--- config.mk ---
export PLATFORM = sky130hd
export DESIGN_NAME = refdiv_top
export DESIGN_NICKNAME = d
export VERILOG_FILES = /design/src/rtl/refdiv_pkg.sv /design/src/rtl/refdiv_cfg.sv /design/src/rtl/refdiv_counter.sv /design/src/rtl/refdiv_select.sv /design/src/rtl/refdiv_top.sv
export SDC_FILE = /design/constraint.sdc
export NUM_CORES = 1
export LEC_CHECK = 0
export ABC_AREA = 1
export BUFFER_PORTS_ARGS = -buffer_cell sky130_fd_sc_hd__buf_4
export CELL_PAD_IN_SITES_DETAIL_PLACEMENT = 0
export CELL_PAD_IN_SITES_GLOBAL_PLACEMENT = 1
export CORE_MARGIN = 10
export CORE_UTILIZATION = 38
export DETAILED_ROUTE_END_ITERATION = 16
export PLACE_DENSITY_LB_ADDON = 0.1
export SLEW_MARGIN = 20
export SYNTH_ARGS = -nofsm -noshare
export SYNTH_HDL_FRONTEND = slang
export SYNTH_SLANG_ARGS = --single-unit
--- constraint.sdc ---
create_clock -name clk -period 1.75 [get_ports clk]
set_input_delay 0.175 -clock clk [delete_from_list [all_inputs] [get_ports clk]]
set_output_delay 0.175 -clock clk [all_outputs]
set_load 0.005 [all_outputs]
--- src/rtl/refdiv_pkg.sv ---
package refdiv_pkg;
  parameter int unsigned DEF_MOD_W   = 7;
  parameter int unsigned DEF_OFFSET  = 2;
  parameter int unsigned DEF_MIN_MOD = 3;

  typedef enum logic {
    SRC_HSYNC = 1'b0,
    SRC_DIV   = 1'b1
  } ref_src_e;
endpackage

--- src/rtl/refdiv_cfg.sv ---
module refdiv_cfg
  import refdiv_pkg::*;
#(
  parameter int unsigned MOD_W = DEF_MOD_W
) (
  input  logic             clk,
  input  logic             rst_n,
  input  logic             we_i,
  input  logic [MOD_W-1:0] mod_i,
  input  logic             sel_i,
  output logic [MOD_W-1:0] mod_q,
  output ref_src_e         sel_q
);
  always_ff @(posedge clk or negedge rst_n) begin
    if (!rst_n) begin
      mod_q <= '0;
      sel_q <= SRC_DIV;
    end else if (we_i) begin
      mod_q <= mod_i;
      sel_q <= sel_i ? SRC_DIV : SRC_HSYNC;
    end
  end
endmodule

--- src/rtl/refdiv_counter.sv ---
module refdiv_counter
  import refdiv_pkg::*;
#(
  parameter int unsigned MOD_W   = DEF_MOD_W,
  parameter int unsigned OFFSET  = DEF_OFFSET,
  parameter int unsigned MIN_MOD = DEF_MIN_MOD,
  parameter int unsigned CNT_W   = $clog2((2**MOD_W) + OFFSET)
) (
  input  logic             clk,
  input  logic             rst_n,
  input  logic [MOD_W-1:0] mod_val_i,
  output logic [CNT_W-1:0] cnt_o,
  output logic [CNT_W-1:0] act_mod_o,
  output logic             wrap_o,
  output logic             pulse_o
);
  localparam logic [CNT_W-1:0] OFS_C = CNT_W'(OFFSET);
  localparam logic [CNT_W-1:0] MIN_C = CNT_W'(MIN_MOD);
  localparam logic [CNT_W-1:0] RST_MOD = (OFS_C < MIN_C) ? MIN_C : OFS_C;

  logic [CNT_W-1:0] raw_mod;
  logic [CNT_W-1:0] eff_mod;
  logic [CNT_W-1:0] cnt_q;
  logic [CNT_W-1:0] act_q;
  logic             pulse_q;

  always_comb begin
    raw_mod = CNT_W'(mod_val_i) + OFS_C;
    eff_mod = (raw_mod < MIN_C) ? MIN_C : raw_mod;
  end

  assign wrap_o = (cnt_q == act_q - CNT_W'(1));

  always_ff @(posedge clk or negedge rst_n) begin
    if (!rst_n) begin
      cnt_q   <= '0;
      act_q   <= RST_MOD;
      pulse_q <= 1'b0;
    end else begin
      pulse_q <= wrap_o;
      if (wrap_o) begin
        cnt_q <= '0;
        act_q <= eff_mod;
      end else begin
        cnt_q <= cnt_q + CNT_W'(1);
      end
    end
  end

  assign cnt_o     = cnt_q;
  assign act_mod_o = act_q;
  assign pulse_o   = pulse_q;
endmodule

--- src/rtl/refdiv_select.sv ---
module refdiv_select
  import refdiv_pkg::*;
(
  input  ref_src_e src_i,
  input  logic     hsync_i,
  input  logic     pulse_i,
  output logic     ref_o
);
  always_comb begin
    unique case (src_i)
      SRC_HSYNC: ref_o = hsync_i;
      default:   ref_o = pulse_i;
    endcase
  end
endmodule

--- src/rtl/refdiv_top.sv ---
module refdiv_top
  import refdiv_pkg::*;
#(
  parameter int unsigned MOD_W   = DEF_MOD_W,
  parameter int unsigned OFFSET  = DEF_OFFSET,
  parameter int unsigned MIN_MOD = DEF_MIN_MOD,
  localparam int unsigned CNT_W  = $clog2((2**MOD_W) + OFFSET)
) (
  input  logic             clk,
  input  logic             rst_n,
  input  logic             cfg_we_i,
  input  logic [MOD_W-1:0] cfg_mod_i,
  input  logic             cfg_sel_i,
  input  logic             hsync_i,
  output logic             ref_o
);
  logic [MOD_W-1:0] mod_q;
  ref_src_e         sel_q;
  logic [CNT_W-1:0] cnt_w;
  logic [CNT_W-1:0] act_mod_w;
  logic             wrap_w;
  logic             pulse_w;

  refdiv_cfg #(.MOD_W(MOD_W)) u_cfg (
    .clk   (clk),
    .rst_n (rst_n),
    .we_i  (cfg_we_i),
    .mod_i (cfg_mod_i),
    .sel_i (cfg_sel_i),
    .mod_q (mod_q),
    .sel_q (sel_q)
  );

  refdiv_counter #(
    .MOD_W   (MOD_W),
    .OFFSET  (OFFSET),
    .MIN_MOD (MIN_MOD),
    .CNT_W   (CNT_W)
  ) u_cnt (
    .clk       (clk),
    .rst_n     (rst_n),
    .mod_val_i (mod_q),
    .cnt_o     (cnt_w),
    .act_mod_o (act_mod_w),
    .wrap_o    (wrap_w),
    .pulse_o   (pulse_w)
  );

  refdiv_select u_sel (
    .src_i   (sel_q),
    .hsync_i (hsync_i),
    .pulse_i (pulse_w),
    .ref_o   (ref_o)
  );
endmodule

== Word-level counts from Yosys, hierarchy flattened ==
Cells that the tools add are included.

* Add/sub/neg operators: 3
* $lt $le $gt $ge: 1
* Eq/ne operators: 1
* Multiplexer cells: 4

{| class="wikitable"
|+ Operators by type and width
! cell !! number
|-
| 8-bit two-way mux || 2
|-
| 7-bit by 2-bit adder with 8-bit output (second input constant) || 1
|-
| 8-bit by 1-bit adder with 8-bit output (second input constant) || 1
|-
| 8-bit equality test || 1
|-
| 8-bit by 2-bit less-than comparator with 1-bit output (second input constant) || 1
|-
| 8-bit by 1-bit subtractor with 8-bit output (second input constant) || 1
|-
| 1-bit two-way mux || 2
|}

* Flip-flop bits (word level): 25
* Input bits: 12
* Word-level logic and storage cells: 14

== Logic depth before layout (Yosys ltp) ==
Gate-level depths: netlist of run 1.

* Depth after elaboration: 3
* Gate-level depth with buffers: 13
* Gate-level depth less buffers: 13

== Modules after synthesis ==
A second synthesis of run 1 with hierarchy kept.

* Cells, all modules: 201
* Area, all modules: 1461.4 sq um

{| class="wikitable"
|+ Modules (own cells, without submodules)
! module !! instances !! cells an instance !! area each (sq um)
|-
| refdiv_counter || 1 || 163 || 1139.8
|-
| refdiv_cfg || 1 || 34 || 306.5
|-
| refdiv_select || 1 || 4 || 15.0
|}

== Least setup slack after synthesis of run 1 ==
No wires, ideal clock.

* Path type: register to register
* Start point: reg u_cnt.act_q[0] (netlist: u_cnt.act_mod_o[0])
* End point: reg u_cnt.cnt_q[0] (netlist: u_cnt.cnt_o[0])
* Setup time: 0.121 ns
* Data arrival time: 1.679 ns
* Data required time: 1.629 ns
* Setup slack: -0.050 ns
* Stages on the path, launching flop included: 11
* Path buffers: 0
* Period minus slack after synthesis: 1.800 ns
* Cells stage by stage: dfstp_2 > inv_1 > ha_1 > nand2_1 > nand4_1 > nor2_1 > nand3_1 > nor2_4 > nand2_4 > inv_6 > nor2_1

* Cells in the longest elaborated chain, start to end: 3

{| class="wikitable"
|+ Ends and longest elaborated chain
! item !! line !! source
|-
| from (decl) || refdiv_counter.sv:24 || <nowiki>logic [CNT_W-1:0] act_q;</nowiki>
|-
| from (signal assigned) || refdiv_counter.sv:43 || <nowiki>act_q <= eff_mod;</nowiki>
|-
| 8-bit by 1-bit subtractor with 8-bit output || refdiv_counter.sv:32 || <nowiki>assign wrap_o = (cnt_q == act_q - CNT_W'(1));</nowiki>
|-
| 8-bit equality test || refdiv_counter.sv:32 ||
|-
| via u_cnt.wrap_o || refdiv_counter.sv:14 || <nowiki>output logic wrap_o,</nowiki>
|-
| 8-bit two-way mux || refdiv_counter.sv:41 || <nowiki>if (wrap_o) begin</nowiki>
|-
| to (signal assigned) || refdiv_counter.sv:45 || <nowiki>cnt_q <= cnt_q + CNT_W'(1);</nowiki>
|-
| to (decl) || refdiv_counter.sv:23 || <nowiki>logic [CNT_W-1:0] cnt_q;</nowiki>
|}

The timed path passes the listed nets, and every way through them passes these cells.
A chain may end at the register's enable or synchronous reset.

== Final worst setup path of run 1 ==
* Start point: reg u_cnt.act_q[1] (netlist: u_cnt.act_mod_o[1])
* End point: reg u_cnt.act_q[3] (netlist: u_cnt.act_mod_o[3])

* Cells in the longest elaborated chain, start to end: 2

{| class="wikitable"
|+ Ends and longest elaborated chain
! item !! line
|-
| 8-bit by 1-bit subtractor with 8-bit output || refdiv_counter.sv:32
|-
| 8-bit equality test || refdiv_counter.sv:32
|}

Every way passes these cells.

==> run summary, run 1 <==
Non-Filler Instances = 281
Status = complete, but fails checks
Pre-CTS setup slack = -0.2175 ns
Worst VDD drop = 0.3133 mV
Violation count after the first detailed-route iteration = 80
CP max FO = 3
Post-synth design cell area = 1509 um^2
Min Tclk post-route = 1.801 ns
Worst-Margin Slew = 0.3229 ns
HP Class = input port to register
Final setup viols = 4
CTS tree = built
Fin crit share = 102.9%
Initial antenna violation count = 0
CORE AREA = 3744 um^2
Max clock buf depth = 2
Routed wire length = 3413 um
Leakage = 0.9295 nW
Placed Cells = 274
Vias in the first global route = 1326
# H-tree levels = 1
Fmax = 555.3 MHz
Syn Inst Count = 207
Global placement routability congestion = 0.8602
Synth Area in Compound Gates = 3.483%
Utilization after layout = 50.00%
Placed cell area = 1715 um^2
Vias per cell = 4.722
Synth warnings = 0
Die area = 6891 um^2
Root Driver = clkbuf_8
Crit path launch type = register
Sequential share of the synthesized area = 41.71%
Port Buffers = 12
Fin worst setup slack = -0.05078 ns
Global-route wire length before repair = 5899 um
CTS clock-pin slew for the worst setup and hold paths = 0.09 ns
Reg area = 629.4 um^2
Largest net degree at the start of global routing = 26
Tot GR Track Use = 9.826%
Final net count = 249
Num CTS Buffers = 3
Ant diodes = 0
Reg2Reg Depth = 13
HPWL Detailed = 2677 um
Worst Path Required = 1.91 ns
Final Total Pwr = 1.049 mW
Antenna Violating Nets Remaining = 0
Layout area overhead = 24.05%
Synth Area in XOR/XNOR = 5.721%
Simple-Gate Fraction of Synth Area = 37.31%
Final number of hold-violating endpoints = 0
Syn_area_per_cell = 7.290 um^2
Layout cell share with drive strength beyond 1 = 27.90%
Multiplexer share of the synthesized area = 1.493%
CP arrival = 1.96 ns
Critical Path End Type = register
Area of the multi-input gates = 842.1 um^2
Clk Latency, worst-skew pair = 0.27 ns
Failing checks = negative setup slack
Vias post-DR = 1327
Filler Cells Inserted = 403
Starting Density = 40.31%
Slew HR = 78.47%
Synth Register Bits = 25
Syn Nets = 222
Share of the synthesized area in the top cell type = 36.48%
Largest family of logic cells by synthesized area = simple AND/OR/NAND/NOR gates
Yosys top cell by area = dfrtp_1
DRC Markers = 0
RSZ-0062 raised after global routing = true
Hold depth = 3
Kind of critical path = register to register
IO Pins = 13
Layout Skew = 0.003631 ns
Total grt overflow = 0
Synth top area cells = dfrtp_1 (36%), nand2_1 (18%), inv_1 (7.0%), nand3_1 (6.6%), nor2_1 (5.7%)
Row count = 22
Total clock sinks = 25
WL per Instance = 12.15 um
Total of max-cap violations = 0
Drt pass-1 iters = 4
Die W = 83.02 um
Die Y = 83.02 um
Total power divided by cell area = 560.6 nW/um^2
Cell variety after synth = 25
Adder-cell share of the synthesized area = 2.488%
Slew Viols, Final = 0
Finished Cell Area = 1872 um^2
[cells by family (layout without fill, tap and decap cells)]
family | count (synthesis) | in the layout
adders and majority gates | 3 | 3
AOI/OAI and AO/OA | 10 | 10
DFF | 25 | 25
xor gates and xnor gates | 9 | 9
muxes | 2 | 2
buffers and inverters | 30 | 56
and+or+nand+nor | 128 | 128
[cell type report]
type,count,area share (%)
Clock buffer,4,2.406
Timing Repair Buffer,22,9.358
Tap cell,48,3.209
Multi-Input combinational cell,152,44.99
Sequential cell,25,33.62
Timing Repair inverter,1,0.3342
Inverter,29,6.083
[final timing paths]
kind                       slack [ns]                from                  to
max reg2reg                     -0.05  u_cnt.act_mod_o[1]  u_cnt.act_mod_o[3]
max                             -0.05  u_cnt.act_mod_o[1]  u_cnt.act_mod_o[3]
max in group asynchronous        1.11               rst_n  u_cnt.act_mod_o[1]
min reg2reg                      0.51         u_cfg.sel_q         u_cfg.sel_q
min                              0.11        cfg_mod_i[1]      u_cfg.mod_q[1]
min in group asynchronous        0.34               rst_n      u_cfg.mod_q[0]
[registers in the layout, summed over array words and instances (netlist names)]
signal	flops
u_cnt.pulse_o	1
u_cfg.mod_q	7
u_cfg.sel_q	1
u_cnt.cnt_o	8
u_cnt.act_mod_o	8
[cells in the final DEF, fill, tap and decap left out, drive strengths merged, types with 3 or more instances in the layout]
| cell type | n |
|---|---|
| nand3 | 22 |
| dfrtp | 22 |
| nand2 | 74 |
| xnor2 | 4 |
| dfstp | 3 |
| o21ai | 8 |
| clkbuf | 4 |
| xor2 | 5 |
| inv | 30 |
| buf | 21 |
| nor2 | 27 |
| ha | 3 |
[per-layer routing]
metal / track usage (%) / wire length (um)
met1: 12.49 / 1653
met5: 0 / 0
met2: 16.13 / 1615
met3: 1.953 / 121
met4: 3.077 / 23
[synth_stat cells]
cell type / number
nand2_1: 71
inv_1: 28
nor2_1: 23
dfrtp_1: 22
nand3_1: 20
o21ai_0: 7
xor2_1: 5
dfstp_2: 3
ha_1: 3
xnor2_1: 3
mux2_2: 2
nand2_2: 2
nand3_2: 2
nand3b_1: 2
nor2_2: 2
nor2_4: 2
nor3_1: 2
a21oi_1: 1
clkbuf_1: 1
inv_6: 1
nand2_4: 1
nand4_1: 1
o21ai_1: 1
o21bai_1: 1
xnor2_2: 1
[metrics by stage]
step,hold WS [ns],TNS (ns)
final,0.1123,-0.09983
after global routing,0.1105,-1.901
after CTS,0.1087,-0.9759
after detailed placement,0.1025,-1.374
after global placement,0.09516,-0.7351
after floorplan,-0.1206,0
[worst max-delay path, stage by stage, from the launching register on]
cell,delay (ns)
dfstp_2,0.56
inv_2,0.04
ha_4,0.26
inv_2,0.03
nand2_2,0.05
nand2_1,0.04
nor2_1,0.09
nand3_1,0.11
nor2_2,0.13
nand2_2,0.08
nor2_4,0.13
nand2_2,0.07
nand2_1,0.07
nand2_1,0.05
[where the power goes]
part | switching, mW | total [mW] | internal (mW)
registers | 0.0116 | 0.608 | 0.596
clock network | 0.183 | 0.345 | 0.163
logic | 0.0511 | 0.0964 | 0.0453
[repair_timing]
item | 4_1_cts | 5_1_grt
hold buffers | 1 | 0
endpoints found under the setup margin | 17 | 17
cloned | 1 | 0
pin swaps | 18 | 11
setup buffers | 1 | 0
hold endpoints to repair | 22 | 0
gates resized for setup | 14 | 16
(Power assumes the default switching activity.)
==> run 2: changes to the inputs <==
--- a/config.mk
+++ b/config.mk
@@ -16,4 +16,5 @@
 export SLEW_MARGIN = 20
 export SYNTH_ARGS = -nofsm -noshare
 export SYNTH_HDL_FRONTEND = slang
+export SYNTH_HIERARCHICAL = 1
 export SYNTH_SLANG_ARGS = --single-unit
==> run summary, run 2 <==
Slew HR = 78.79%
Commonest non-fill, non-tap cell in the layout = nand2_1
Synth warnings = 6
Cell chain of the critical path = inv_2 > ha_4 > xor2_1 > nand2_1 > nor2_1 > nand3_1 > nor2_4 > nand2_4 > inv_4 > nor2_1
Sequential share of the synthesized area = 43.07%
Finished Cell Area = 1738 um^2
HP Start = cfg_mod_i[4]
Slew Viols, Final = 0
Failing checks = negative setup slack
Delay-heaviest family, CP = simple AND/OR/NAND/NOR gates
Port Buffers = 12
Worst VDD drop = 0.5958 mV
Status = complete, but fails checks
Die W = 82.02 um
Main synth FF type = dfrtp_1
CTS clock-pin slew for the worst setup and hold paths = 0.09 ns
Vias post-DR = 1266
Top cells by count, synth = nand2_1 (80), dfrtp_1 (22), nand3_1 (22)
Global placement routability congestion = 0.8185
Worst Path Required = 1.91 ns
Initial antenna violation count = 0
Sequential power share = 58.1%
Synth Area in Compound Gates = 2.397%
Syn Nets = 216
Cell variety after synth = 21
Layout Skew = 0.005489 ns
Leading cell types in the layout, fill and taps excluded = nand2_1 (80), dfrtp_1 (22), nand3_1 (22)
Ant diodes = 0
Fin worst setup slack = -0.06887 ns
Largest stage delay on the critical path = 0.55 ns
Total power divided by cell area = 605.6 nW/um^2
Row count = 22
HP Class = input port to register
Fmax = 549.8 MHz
Synth top area cells = dfrtp_1 (38%), nand2_1 (21%), nand3_1 (7.5%), dfstp_2 (5.4%), nor2_1 (5.1%)
Global-route wire length before repair = 5533 um
Largest net degree at the start of global routing = 26
Antenna Violating Nets Remaining = 0
Root Driver = clkbuf_8
NetSw = 0.2554 mW
Violation count after the first detailed-route iteration = 68
Cell mode on critical path = nor2_1
EDFF count, synth = 0
Placed Cells = 265
Crit path launch type = register
Post-synth design cell area = 1461 um^2
Met3 usage = 2.293%
Min Tclk post-route = 1.819 ns
Vias in the first global route = 1226
RSZ-0062 raised after global routing = true
Bufs and invs on worst path = 2
Critical Path End Type = register
CP arrival = 1.97 ns
Layout area overhead = 18.92%
Switching share of power = 24.27%
Multiplexer share of the synthesized area = 0%
Hold depth = 3
WL per Instance = 11.67 um
Share of the synthesized area in the top cell type = 37.67%
IO Pins = 13
Kind of critical path = register to register
Total grt overflow = 0
Combinational share of power = 9.1%
Final setup viols = 16
Vias per cell = 4.620
Drt pass-1 iters = 4
Global route hottest layer = met2
CTS tree = built
Filler Cells Inserted = 425
Synth Area in XOR/XNOR = 5.394%
Slack of the worst reg-to-reg path = -0.07 ns
Worst-Margin Slew = 0.3182 ns
Placed cell area = 1650 um^2
Total clock sinks = 25
Die Y = 82.02 um
Hold Path Sink = u_cfg/mod_q[4]
Simple-Gate Fraction of Synth Area = 39.81%
CP max FO = 5
Non-Filler Instances = 274
# H-tree levels = 1
GRT met1 Usage = 13.78%
Asr flop ratio synth = 100.0%
Reg area = 629.4 um^2
Final number of hold-violating endpoints = 0
Reg2reg start = u_cnt/act_mod_o[1]
Synth Register Bits = 25
Tot GR Track Use = 10.22%
Final net count = 242
Largest family of logic cells by synthesized area = simple AND/OR/NAND/NOR gates
Syn_area_per_cell = 7.271 um^2
Num CTS Buffers = 3
Global Route met2 Usage = 16.22%
Adder-cell share of the synthesized area = 2.568%
HPWL Detailed = 2473 um
Critical-path top delay cell = dfstp_2
Syn Inst Count = 201
Routed wire length = 3197 um
Most frequent cell after synthesis = nand2_1
CORE AREA = 3689 um^2
Clock share of power = 32.7%
R2R Path End = u_cnt/cnt_o[0]
Max clock buf depth = 2
DRC Markers = 0
Leakage = 0.9405 nW
Fin crit share = 103.9%
Area of the multi-input gates = 752.0 um^2
Setup_tns = -0.8755 ns
Reg2Reg Depth = 10
Starting Density = 39.62%
Yosys top cell by area = dfrtp_1
Total of max-cap violations = 0
Clk Latency, worst-skew pair = 0.26 ns
Pint = 0.7971 mW
Die area = 6726 um^2
Layout cell share with drive strength beyond 1 = 18.14%
## run 2: changes by cell type in the layout (fill, tap and decap cells not counted), sizes merged
| cell | delta |
|---|---|
| nand2 | +10 |
| inv | -7 |
| o21ai | -4 |
| nor2 | -3 |
| buf | -2 |
| mux2 | -2 |
| a21oi | -1 |
| clkbuf | -1 |
| clkinv | +1 |
| nand4 | +1 |
| o21bai | +1 |
| xnor2 | -1 |
| xor2 | +1 |
## run 2: cells by family (layout without fill, tap and decap cells)
logic type      Yosys count  count (layout)
fa+ha+maj                 3               3
compound gates            6               6
simple gates            135             136
xor+xnor                  9               9
flops                    25              25
buf+inv                  23              47
## run 2: repair_timing
item / CTS / global route
setup endpoints to repair: 14 / 17
cloned: 2 / 0
pin swaps: 1 / 7
endpoints found under the hold margin: 22 / 0
buffers inserted: 2 / 0
gates resized for setup: 2 / 1
hold buffers: 1 / 0
## run 2: power groups by stage
stage	Clock, mW	Combinational, mW	Sequential (mW)
floorplan	0	0.0545	0.619
global placement	0	0.0953	0.623
detailed placement	0	0.0972	0.623
CTS	0.347	0.0992	0.612
global route	0.377	0.115	0.615
finish	0.345	0.0960	0.612
## run 2: area by class of cell
type / instances / area share [%]
clock inverter: 1 / 0.2880
multi-input combinational: 154 / 43.27
timing repair inverter: 1 / 0.3600
inverter: 22 / 5.040
sequential: 25 / 36.21
tap: 48 / 3.456
clock buffer: 3 / 2.376
timing repair buffer: 20 / 8.999
## run 2: per-stage QoR
stage / setup slack (ns) / hold WS [ns] / util (%) / power [mW]
final: -0.06887 / 0.09898 / 47.12 / 1.052
after global routing: -0.1716 / 0.1009 / 47.12 / 1.106
after CTS: -0.03264 / 0.1003 / 47.01 / 1.058
after detailed placement: -0.01055 / 0.09814 / 44.74 / 0.7205
after global placement: 0.02026 / 0.1003 / 44.74 / 0.7186
after floorplan: -0.01659 / -0.1206 / - / 0.6739
## run 2: routing by layer
layer / vias to the layer above / part of all wire, %
met3: 4 / 3.1
met2: 21 / 46
met5: - / 0
met1: 562 / 50
met4: 0 / 0.72
li1: 679 / -
## run 2: how the worst max path moves through the flow
| stage | end | slack (ns) | cells past startpoint | startpoint |
|---|---|---|---|---|
| finish | u_cnt/cnt_o[0] | -0.07 | 10 | u_cnt/act_mod_o[1] |
| global route | u_cnt/act_mod_o[3] | -0.17 | 10 | u_cnt/act_mod_o[1] |
| CTS | u_cnt/act_mod_o[0] | -0.03 | 10 | u_cnt/act_mod_o[1] |
| detailed placement | u_cnt/cnt_o[5] | -0.01 | 10 | u_cnt/act_mod_o[1] |
| global placement | u_cnt/cnt_o[5] | 0.02 | 10 | u_cnt/act_mod_o[1] |
| floorplan | u_cnt/cnt_o[0] | -0.02 | 10 | u_cnt/act_mod_o[0] |
## run 2: tightest hold or removal path: cells and delay by family
| kind | cells | cell delay [ns] |
|---|---|---|
| simple gates | 2 | 0.09 |
| buf+inv | 1 | 0.07 |
==> run 3: changes to the inputs <==
--- a/config.mk
+++ b/config.mk
@@ -7,10 +7,10 @@
 export LEC_CHECK = 0
 export ABC_AREA = 1
 export BUFFER_PORTS_ARGS = -buffer_cell sky130_fd_sc_hd__buf_4
-export CELL_PAD_IN_SITES_DETAIL_PLACEMENT = 0
-export CELL_PAD_IN_SITES_GLOBAL_PLACEMENT = 1
+export CELL_PAD_IN_SITES_DETAIL_PLACEMENT = 1
+export CELL_PAD_IN_SITES_GLOBAL_PLACEMENT = 2
 export CORE_MARGIN = 10
-export CORE_UTILIZATION = 38
+export CORE_UTILIZATION = 30
 export DETAILED_ROUTE_END_ITERATION = 16
 export PLACE_DENSITY_LB_ADDON = 0.1
 export SLEW_MARGIN = 20
==> run summary, run 3 (synthesized netlist as in run 2, its figures left out) <==
Status = complete, but fails checks
Failing checks = negative setup slack
DRC Markers = 0
Tot GR Track Use = 9.671%
Row count = 25
Layout cell share with drive strength beyond 1 = 25.22%
Root Driver = clkbuf_8
Kind of critical path = register to register
CP arrival = 1.96 ns
Crit path launch type = register
HP Class = input port to register
Final net count = 242
Slack of the worst reg-to-reg path = -0.03 ns
Port Buffers = 12
HPWL Detailed = 2957 um
Fmax = 560.8 MHz
Total of max-cap violations = 0
Final Total Pwr = 1.072 mW
Crit path from = u_cnt/act_mod_o[1]
Num CTS Buffers = 3
CORE AREA = 4723 um^2
Antenna Violating Nets Remaining = 0
Fin worst setup slack = -0.03309 ns
Total power divided by cell area = 589.1 nW/um^2
Layout area overhead = 24.57%
Global-route wire length before repair = 6651 um
CTS tree = built
RSZ-0062 raised after global routing = true
Layout Skew = 0.008623 ns
Worst Setup EP = u_cnt/cnt_o[2]
Vias per cell = 4.594
# H-tree levels = 1
Vias in the first global route = 1474
Slew Viols, Final = 0
Commonest non-fill, non-tap cell in the layout = nand2_1
Min Tclk post-route = 1.783 ns
Die area = 8063 um^2
Critical Path End Type = register
Worst VDD drop = 0.2359 mV
Cell chain of the critical path = inv_2 > ha_4 > xor2_2 > nand2_1 > nor2_1 > nand3_1 > nor2_4 > nand2_4 > inv_6 > nor2_1
Critical-path top delay cell = dfstp_2
Routed wire length = 3798 um
Die W = 89.80 um
Worst Path Required = 1.92 ns
Max clock buf depth = 2
Cell mode on critical path = nor2_1
Reg2reg start = u_cnt/act_mod_o[1]
Ant diodes = 0
Final number of hold-violating endpoints = 0
Starting Density = 30.94%
Initial antenna violation count = 0
R2R Path End = u_cnt/cnt_o[2]
Vias post-DR = 1346
CTS clock-pin slew for the worst setup and hold paths = 0.10 ns
Fin crit share = 101.9%
Clk Latency, worst-skew pair = 0.27 ns
Leading cell types in the layout, fill and taps excluded = nand2_1 (75), dfrtp_1 (22), buf_4 (18)
Largest net degree at the start of global routing = 26
Global placement routability congestion = 0.7613
CP max FO = 6
Final setup viols = 12
Largest stage delay on the critical path = 0.55 ns
Total grt overflow = 0
Leakage = 0.9378 nW
Total clock sinks = 25
WL per Instance = 12.96 um
Die Y = 89.80 um
Worst-Margin Slew = 0.3250 ns
Filler Cells Inserted = 612
IO Pins = 13
Slew HR = 78.17%
Drt pass-1 iters = 4
Setup_tns = -0.2762 ns
Reg2Reg Depth = 10
Violation count after the first detailed-route iteration = 31
[run 3: where the power goes]
group / switching, mW / internal [mW] / total, mW
clock network: 0.193 / 0.163 / 0.357
logic: 0.0604 / 0.0457 / 0.106
registers: 0.0142 / 0.595 / 0.610
total: 0.268 / 0.804 / 1.07
[run 3: how the worst min path moves through the flow]
| stage | startpoint | endpoint | slack [ns] | cells past startpoint |
|---|---|---|---|---|
| detailed placement | rst_n | u_cnt/act_mod_o[6] | 0.11 | 1 |
| global placement | rst_n | u_cnt/act_mod_o[7] | 0.1 | 1 |
| CTS | cfg_mod_i[0] | u_cfg/mod_q[0] | 0.1 | 3 |
| global route | cfg_mod_i[4] | u_cfg/mod_q[4] | 0.1 | 3 |
| finish | cfg_mod_i[0] | u_cfg/mod_q[0] | 0.1 | 3 |
| floorplan | rst_n | u_cfg/mod_q[0] | -0.12 | 0 |
[run 3: what timing repair did]
action	CTS	global route
hold endpoints to repair	22	0
gates cloned	2	0
resized for setup	12	8
hold buffers	1	0
pin swaps	9	2
setup buffers	1	0
setup endpoints to repair	16	17
[run 3: metrics by stage]
stage	utilization (%)	std cells	instance area [um^2]	hold WS [ns]	setup slack (ns)
final	38.54	293	1821	0.09649	-0.03309
after global routing	38.54	293	1821	0.09779	-0.1787
after CTS	38.07	293	1798	0.09866	-0.07069
after detailed placement	35.60	285	1682	0.1125	-0.03374
after global placement	35.60	285	1682	0.09900	-0.005906
after floorplan	-	201	1474	-0.1206	-0.01659
[run 3: final cells by class]
cell class	instances	area [um^2]	area share [%]
inverter	22	87.58	4.811
tap	67	83.83	4.605
timing repair inverter	1	6.256	0.3436
clock buffer	4	45.04	2.474
multi-input combinational	154	812.0	44.60
timing repair buffer	20	156.4	8.591
sequential	25	629.4	34.57
[run 3: critical path: cells and delay by family, from the launching register on]
| family | cells | cell delay (ns) |
|---|---|---|
| buffers and inverters | 2 | 0.16 |
| adders and majority gates | 1 | 0.26 |
| xor gates and xnor gates | 1 | 0.11 |
| DFF | 1 | 0.55 |
| and+or+nand+nor | 6 | 0.59 |
[run 3: per-layer routing]
metal	vias up	wire [um]	track usage (%)
met5	-	0	0
met4	0	54	3.639
met3	6	107	2.244
met2	22	1817	16.53
met1	646	1819	11.42
li1	672	-	-
